$ cat src/rtl/uart_mmio_pkg.sv
package uart_mmio_pkg;
  // Byte offsets decoded by the register window.
  localparam int unsigned OFS_TX   = 'h00;
  localparam int unsigned OFS_RX   = 'h04;
  localparam int unsigned OFS_STAT = 'h14;

  // Status word bit positions.
  localparam int unsigned ST_RX_READY = 0;
  localparam int unsigned ST_TX_READY = 1;

  // Strobes issued by the decoder to the datapath.
  typedef struct packed {
    logic txLoad;   // accepted transmit write
    logic rxPop;    // read of the receive register
  } dpStrobe_t;
endpackage

$ cat src/rtl/uart_tx.sv
module uart_tx #(
  parameter int unsigned CLKS_PER_BIT = 16
) (
  input  logic       clk,
  input  logic       rstN,
  input  logic       load,
  input  logic [7:0] data,
  output logic       txd,
  output logic       busy
);
  localparam int unsigned CNT_W   = (CLKS_PER_BIT > 2) ? $clog2(CLKS_PER_BIT) : 1;
  localparam int unsigned FRAME_W = 10;

  logic [CNT_W-1:0]   clkCnt;
  logic [3:0]         bitCnt;
  logic [FRAME_W-1:0] shiftReg;

  always_ff @(posedge clk) begin
    if (!rstN) begin
      busy     <= 1'b0;
      clkCnt   <= '0;
      bitCnt   <= '0;
      shiftReg <= '1;
    end else if (load && !busy) begin
      busy     <= 1'b1;
      clkCnt   <= '0;
      bitCnt   <= '0;
      shiftReg <= {1'b1, data, 1'b0};
    end else if (busy) begin
      if (clkCnt == CNT_W'(CLKS_PER_BIT - 1)) begin
        clkCnt   <= '0;
        shiftReg <= {1'b1, shiftReg[FRAME_W-1:1]};
        if (bitCnt == 4'(FRAME_W - 1)) busy <= 1'b0;
        else bitCnt <= bitCnt + 4'd1;
      end else begin
        clkCnt <= clkCnt + CNT_W'(1);
      end
    end
  end

  assign txd = busy ? shiftReg[0] : 1'b1;

  // The bit counter never runs past the stop bit.
  assert_bitcnt_range_R2: assert property (@(posedge clk) disable iff (!rstN)
    busy |-> (bitCnt < 4'(FRAME_W)));
endmodule

$ cat src/rtl/uart_rx.sv
module uart_rx #(
  parameter int unsigned CLKS_PER_BIT = 16
) (
  input  logic       clk,
  input  logic       rstN,
  input  logic       rxd,
  output logic       done,
  output logic [7:0] byteOut
);
  localparam int unsigned CNT_W = (CLKS_PER_BIT > 2) ? $clog2(CLKS_PER_BIT) : 1;
  localparam int unsigned HALF  = CLKS_PER_BIT / 2;

  typedef enum logic [1:0] {RX_IDLE, RX_START, RX_DATA, RX_STOP} rxState_t;

  rxState_t         state;
  logic [1:0]       syncReg;
  logic [CNT_W-1:0] clkCnt;
  logic [2:0]       bitIdx;
  logic [7:0]       shiftReg;
  logic             rxS;

  assign rxS     = syncReg[1];
  assign byteOut = shiftReg;

  always_ff @(posedge clk) begin
    if (!rstN) begin
      state    <= RX_IDLE;
      syncReg  <= 2'b11;
      clkCnt   <= '0;
      bitIdx   <= '0;
      shiftReg <= '0;
      done     <= 1'b0;
    end else begin
      syncReg <= {syncReg[0], rxd};
      done    <= 1'b0;
      unique case (state)
        RX_IDLE: begin
          clkCnt <= '0;
          if (!rxS) state <= RX_START;
        end
        RX_START: begin
          if (clkCnt == CNT_W'(HALF - 1)) begin
            clkCnt <= '0;
            bitIdx <= '0;
            state  <= rxS ? RX_IDLE : RX_DATA;
          end else begin
            clkCnt <= clkCnt + CNT_W'(1);
          end
        end
        RX_DATA: begin
          if (clkCnt == CNT_W'(CLKS_PER_BIT - 1)) begin
            clkCnt   <= '0;
            shiftReg <= {rxS, shiftReg[7:1]};
            if (bitIdx == 3'd7) state <= RX_STOP;
            else bitIdx <= bitIdx + 3'd1;
          end else begin
            clkCnt <= clkCnt + CNT_W'(1);
          end
        end
        RX_STOP: begin
          if (clkCnt == CNT_W'(CLKS_PER_BIT - 1)) begin
            clkCnt <= '0;
            state  <= RX_IDLE;
            if (rxS) done <= 1'b1;
          end else begin
            clkCnt <= clkCnt + CNT_W'(1);
          end
        end
        default: state <= RX_IDLE;
      endcase
    end
  end

  // A frame completes only out of the stop phase.
  assert_done_from_stop_R5: assert property (@(posedge clk) disable iff (!rstN)
    done |-> $past(state == RX_STOP));
  // A start glitch that is gone at mid-bit returns to idle.
  assert_glitch_reject_R10: assert property (@(posedge clk) disable iff (!rstN)
    (state == RX_START && clkCnt == CNT_W'(HALF - 1) && rxS) |=> state == RX_IDLE);
endmodule

$ cat src/rtl/uart_dpath.sv
module uart_dpath
  import uart_mmio_pkg::*;
#(
  parameter int unsigned CLKS_PER_BIT = 16
) (
  input  logic       clk,
  input  logic       rstN,
  input  dpStrobe_t  strobe,
  input  logic [7:0] txByte,
  input  logic       rxd,
  output logic       txd,
  output logic       txReady,
  output logic       rxReady,
  output logic [7:0] rxHold,
  output logic       overrun
);
  logic       txBusy;
  logic       rxDone;
  logic [7:0] rxNew;

  uart_tx #(.CLKS_PER_BIT(CLKS_PER_BIT)) txUnit (
    .clk(clk), .rstN(rstN), .load(strobe.txLoad), .data(txByte),
    .txd(txd), .busy(txBusy)
  );

  uart_rx #(.CLKS_PER_BIT(CLKS_PER_BIT)) rxUnit (
    .clk(clk), .rstN(rstN), .rxd(rxd), .done(rxDone), .byteOut(rxNew)
  );

  assign txReady = !txBusy;

  always_ff @(posedge clk) begin
    if (!rstN) begin
      rxReady <= 1'b0;
      rxHold  <= '0;
      overrun <= 1'b0;
    end else begin
      overrun <= rxDone && rxReady;
      if (rxDone && !rxReady) begin
        rxHold  <= rxNew;
        rxReady <= 1'b1;
      end else if (strobe.rxPop) begin
        rxReady <= 1'b0;
      end
    end
  end

  assert_tx_busy_after_load_R3: assert property (@(posedge clk) disable iff (!rstN)
    strobe.txLoad |=> !txReady);
  assert_tx_load_gated_R4: assert property (@(posedge clk) disable iff (!rstN)
    strobe.txLoad |-> txReady);
  assert_pop_clears_R6: assert property (@(posedge clk) disable iff (!rstN)
    (strobe.rxPop && !rxDone) |=> !rxReady);
  assert_hold_kept_R7: assert property (@(posedge clk) disable iff (!rstN)
    rxReady |=> $stable(rxHold));
  assert_overrun_pulse_R7: assert property (@(posedge clk) disable iff (!rstN)
    (rxDone && rxReady) |=> overrun);
endmodule

$ cat src/rtl/uart_ctrl.sv
module uart_ctrl
  import uart_mmio_pkg::*;
#(
  parameter int unsigned ADDR_W = 5,
  parameter int unsigned DATA_W = 32
) (
  input  logic              clk,
  input  logic              rstN,
  input  logic [ADDR_W-1:0] busAddr,
  input  logic              busWr,
  input  logic              busRd,
  input  logic [DATA_W-1:0] busWdata,
  input  logic              rxReady,
  input  logic              txReady,
  input  logic [7:0]        rxHold,
  output dpStrobe_t         strobe,
  output logic [7:0]        txByte,
  output logic [DATA_W-1:0] busRdata,
  output logic              accessErr
);
  logic hitTx, hitRx, hitStat, mapped;
  logic unusedWdata;

  assign hitTx   = busAddr == ADDR_W'(OFS_TX);
  assign hitRx   = busAddr == ADDR_W'(OFS_RX);
  assign hitStat = busAddr == ADDR_W'(OFS_STAT);
  assign mapped  = hitTx || hitRx || hitStat;

  assign txByte       = busWdata[7:0];
  assign unusedWdata  = ^busWdata[DATA_W-1:8];
  assign strobe.txLoad = busWr && hitTx && txReady;
  assign strobe.rxPop  = busRd && hitRx;

  always_comb begin
    busRdata = '0;
    if (busRd) begin
      if (hitRx) busRdata[7:0] = rxHold;
      if (hitStat) begin
        busRdata[ST_RX_READY] = rxReady;
        busRdata[ST_TX_READY] = txReady;
      end
    end
  end

  always_ff @(posedge clk) begin
    if (!rstN) accessErr <= 1'b0;
    else accessErr <= (busRd || busWr) && !mapped;
  end

  assert_err_follows_access_R9: assert property (@(posedge clk) disable iff (!rstN)
    accessErr |-> $past(busRd || busWr));
endmodule

$ cat src/rtl/uart_mmio.sv
module uart_mmio
  import uart_mmio_pkg::*;
#(
  parameter int unsigned ADDR_W       = 5,
  parameter int unsigned DATA_W       = 32,
  parameter int unsigned CLKS_PER_BIT = 16
) (
  input  logic              clk,
  input  logic              rstN,
  input  logic [ADDR_W-1:0] busAddr,
  input  logic              busWr,
  input  logic              busRd,
  input  logic [DATA_W-1:0] busWdata,
  output logic [DATA_W-1:0] busRdata,
  input  logic              rxd,
  output logic              txd,
  output logic              overrun,
  output logic              accessErr
);
  dpStrobe_t  strobe;
  logic [7:0] txByte;
  logic [7:0] rxHold;
  logic       rxReady;
  logic       txReady;

  uart_ctrl #(.ADDR_W(ADDR_W), .DATA_W(DATA_W)) ctrl (
    .clk(clk), .rstN(rstN), .busAddr(busAddr), .busWr(busWr), .busRd(busRd),
    .busWdata(busWdata), .rxReady(rxReady), .txReady(txReady), .rxHold(rxHold),
    .strobe(strobe), .txByte(txByte), .busRdata(busRdata), .accessErr(accessErr)
  );

  uart_dpath #(.CLKS_PER_BIT(CLKS_PER_BIT)) dpath (
    .clk(clk), .rstN(rstN), .strobe(strobe), .txByte(txByte), .rxd(rxd),
    .txd(txd), .txReady(txReady), .rxReady(rxReady), .rxHold(rxHold),
    .overrun(overrun)
  );
endmodule

$ cat config.mk
export PLATFORM = sky130hd
export DESIGN_NAME = uart_mmio
export DESIGN_NICKNAME = d
export VERILOG_FILES = /design/src/rtl/uart_mmio_pkg.sv /design/src/rtl/uart_tx.sv /design/src/rtl/uart_rx.sv /design/src/rtl/uart_dpath.sv /design/src/rtl/uart_ctrl.sv /design/src/rtl/uart_mmio.sv
export SDC_FILE = /design/constraint.sdc
export NUM_CORES = 1
export LEC_CHECK = 0
export CAP_MARGIN = 25
export CORE_UTILIZATION = 50
export CTS_CLUSTER_DIAMETER = 60
export DETAILED_ROUTE_END_ITERATION = 16
export PLACE_DENSITY = 0.83
export SYNTH_ARGS = -nofsm -noshare
export SYNTH_HDL_FRONTEND = slang
export SYNTH_SLANG_ARGS = --single-unit
$ cat constraint.sdc
create_clock -name clk -period 2.2 [get_ports clk]
set_input_delay 0.33 -clock clk [delete_from_list [all_inputs] [get_ports clk]]
set_output_delay 0.33 -clock clk [all_outputs]
set_load 0.1 [all_outputs]
==> out/qor.yml <==
ys_seq_elements: 49
ir_worst_vdd_mv: 0.389
worstSkewPairLatency_ns: 0.30
die-area_um2: 5090
hold_violations: 0
design_area_um2: 2840
postRouteWirelength_um: 4480
rsz0062_at_grt: "no"
area_delta_synth_final_pct: 18.0
maxCapViolations: 0
grt_pass1_vias: 1741
hold_path.class: "flip-flop to flip-flop"
synth_most_common_cell: "dfxtp_1"
status: "finished, violations left"
grt-ovfl-total: 0
cp_data_arrival_time_ns: 1.79
routed-via-count: 1910
pre_cts_ws_ns: 0.0126
r2r-end: "dpath.txUnit.bitCnt[2]"
slew_headroom_pct: 57.6
rr_worst_depth: 4
synth-edff-count: 0
io_pins: 77
cp.required_ns: 1.87
coreArea_um2: 4470
cp-end-kind: "primary output"
grt_max_degree: 26
hold_path_startpoint: "dpath.rxUnit.syncReg[0]"
antenna_cells: 0
tightestPinTransition_ns: 0.635
die_h_um: 71.4
drc: 3
fin_crit_ns: 2.12
violations: "DRC"
synth_cell_types: 45
first_iter_violations: 84
hpwl_um: 3270
fp.dieW_um: 71.4
reg2reg_slack_ns: 0.36
start_util_pct: 53.8
ctsRootBufferMaster: "clkbuf_8"
hold_depth: 1
criticalPathCategory: "input pin to primary output"
period_share_pct: 96.4
synthTopCellsByArea: "dfxtp_1, buf_4, o21ai_0"
reg2reg_from: "dpath.txUnit.clkCnt[0]"
firstDrtPassIters: 10
drv_slew: 0
post_cts_buffers: 0
cts_sinks: 49
grt_use_met1_pct: 24.2
p_per_area_nw_per_um2: 615
finalClockSkew_ns: 0.00629
synthesis.area_um2: 2410
cts_hold_buffers: 0
synth_top_area_share_pct: 40.8
cts-htree-levels: 2
syn_inst: 273
clk_pin_slew_ns: 0.08
port_buffers: 28
max_freq_ghz: 0.472
track_usage_pct: 19.1
nets: 350
yosys_warnings: 0
rows: 24
setup_ws_ns: 0.0796
synth_commonest_cells: "dfxtp_1, nand2_1, o21ai_0, buf_4, nand3_1"
cts_tree: "built"
p_total_uw: 1750
place_congestion: 0.796
grt_util_met3_pct: 4.50
via_per_inst: 5.38
path_max_fanout: 7
syn_area_per_cell_um2: 8.81
holdPathEnd: "dpath.rxUnit.syncReg[1]"
n_fill_cell: 387
grt_busiest_layer: "met2"
placed_area_um2: 2730
p_leak_uw: 0.00114
startpoint_type: "input pin"
antenna_found_initial: 0
clk_path_buf_depth: 2
async_reset_ff_share_pct: 0
ys_seq_area_share_pct: 40.8
drive_gt1_share_pct: 15.5
ant_nets: 0
grt_util_met2_pct: 30.8
grt_pass1_wl_um: 7620
hold_slack_ns: 0.428
setup_viol: 0
numCtsBuffers: 5
wl_per_cell_um: 12.6
yosysTopAreaCell: "dfxtp_1"
synth_flop_cell: "dfxtp_1"
## logic make-up after synthesis
kind of cell | synth area share, %
other | 0.156
AO/OA/AOI/OAI | 19.2
buffers and inverters | 11.9
adder cells (fa/ha/maj) | 3.12
XOR/XNOR | 1.46
AND/OR/NAND/NOR | 20.9
flip-flops | 40.8
multiplexers | 2.50
## power breakdown
group	internal, µW	total, µW	switching [µW]
Combinational	51.7	279	227
Clock	284	569	285
Sequential	893	899	6.08
Total	1230	1750	518
## registers in the layout, summed over array words and instances, names as in the netlist, named ones only
register,flops
dpath.overrun,1
dpath.rxUnit.done,1
dpath.rxUnit.state,1
dpath.rxReady,1
dpath.rxHold,8
dpath.rxUnit.clkCnt,4
dpath.rxUnit.byteOut,8
dpath.rxUnit.bitIdx,3
dpath.txUnit.bitCnt,4
dpath.rxUnit.syncReg,2
dpath.txUnit.shiftReg,9
dpath.txUnit.clkCnt,4
dpath.txUnit.busy,1
ctrl.accessErr,1
## worst max path at each step
| stage | start | end | slack (ns) | cells after the start |
|---|---|---|---|---|
| floorplan | busAddr[1] | busRdata[0] | -0.19 | 3 |
| global placement | busAddr[1] | busRdata[6] | 0.01 | 6 |
| detailed placement | busAddr[1] | busRdata[2] | 0.01 | 6 |
| CTS | busAddr[1] | busRdata[2] | 0.03 | 6 |
| global route | busAddr[1] | busRdata[2] | 0.03 | 6 |
| finish | busAddr[1] | busRdata[2] | 0.08 | 6 |
## cells in the final DEF, fill, tap and decap left out, types with 2 or more instances in the layout
cell and count:
nand3_1 17, and3_1 2, nor2_1 10, a41oi_1 2, nor2b_1 2, and2_2 6, clkdlybuf4s50_1 17, ha_1 6
nor3_2 2, dfxtp_1 49, o211ai_1 2, a221o_2 7, nand2_1 26, buf_4 10, o21ai_0 25, buf_12 8
or3_1 3, mux2i_1 6, nand2b_1 6, nor3_1 5, inv_1 13, a21boi_0 16, clkbuf_8 7, conb_1 24
a21oi_1 9, nand3b_1 2, xor2_1 2, xnor2_1 2
## layer usage
layer | wire [µm] | vias to the layer above | share of wire (%)
met3 | 164 | 7 | 3.7
met1 | 2110 | 902 | 47
met5 | 0 | - | 0
met4 | 88 | 0 | 2.0
li1 | - | 965 | -
met2 | 2120 | 36 | 47
## critical path, cell delays in order
cell and delay [ns]:
clkdlybuf4s50_1 0.42, or3_4 0.40, nor3_2 0.12, buf_4 0.16, and2_2 0.18, buf_12 0.17
## metrics by stage
step           cells  TNS [ns]  util (%)
4_1_cts          355         0      63.5
5_1_grt          355         0      63.5
2_1_floorplan    296    -0.379         -
3_3_place_gp     347         0      61.1
6_report         355         0      63.5
3_5_place_dp     347         0      61.1
## layout make-up
class	instances	area (µm²)	area share [%]
timing repair buffer	35	405	14.3
inverter	13	48.8	1.72
tap	52	65.1	2.29
clock buffer	7	96.3	3.39
sequential	49	981	34.5
multi-input combinational	198	1240	43.6
clock inverter	1	5.00	0.176
## what timing repair did
action,in CTS,in global routing
pin swaps,0,1
endpoints found under the setup margin,1,3
resized for setup,1,0
(Power assumes the default switching activity.)
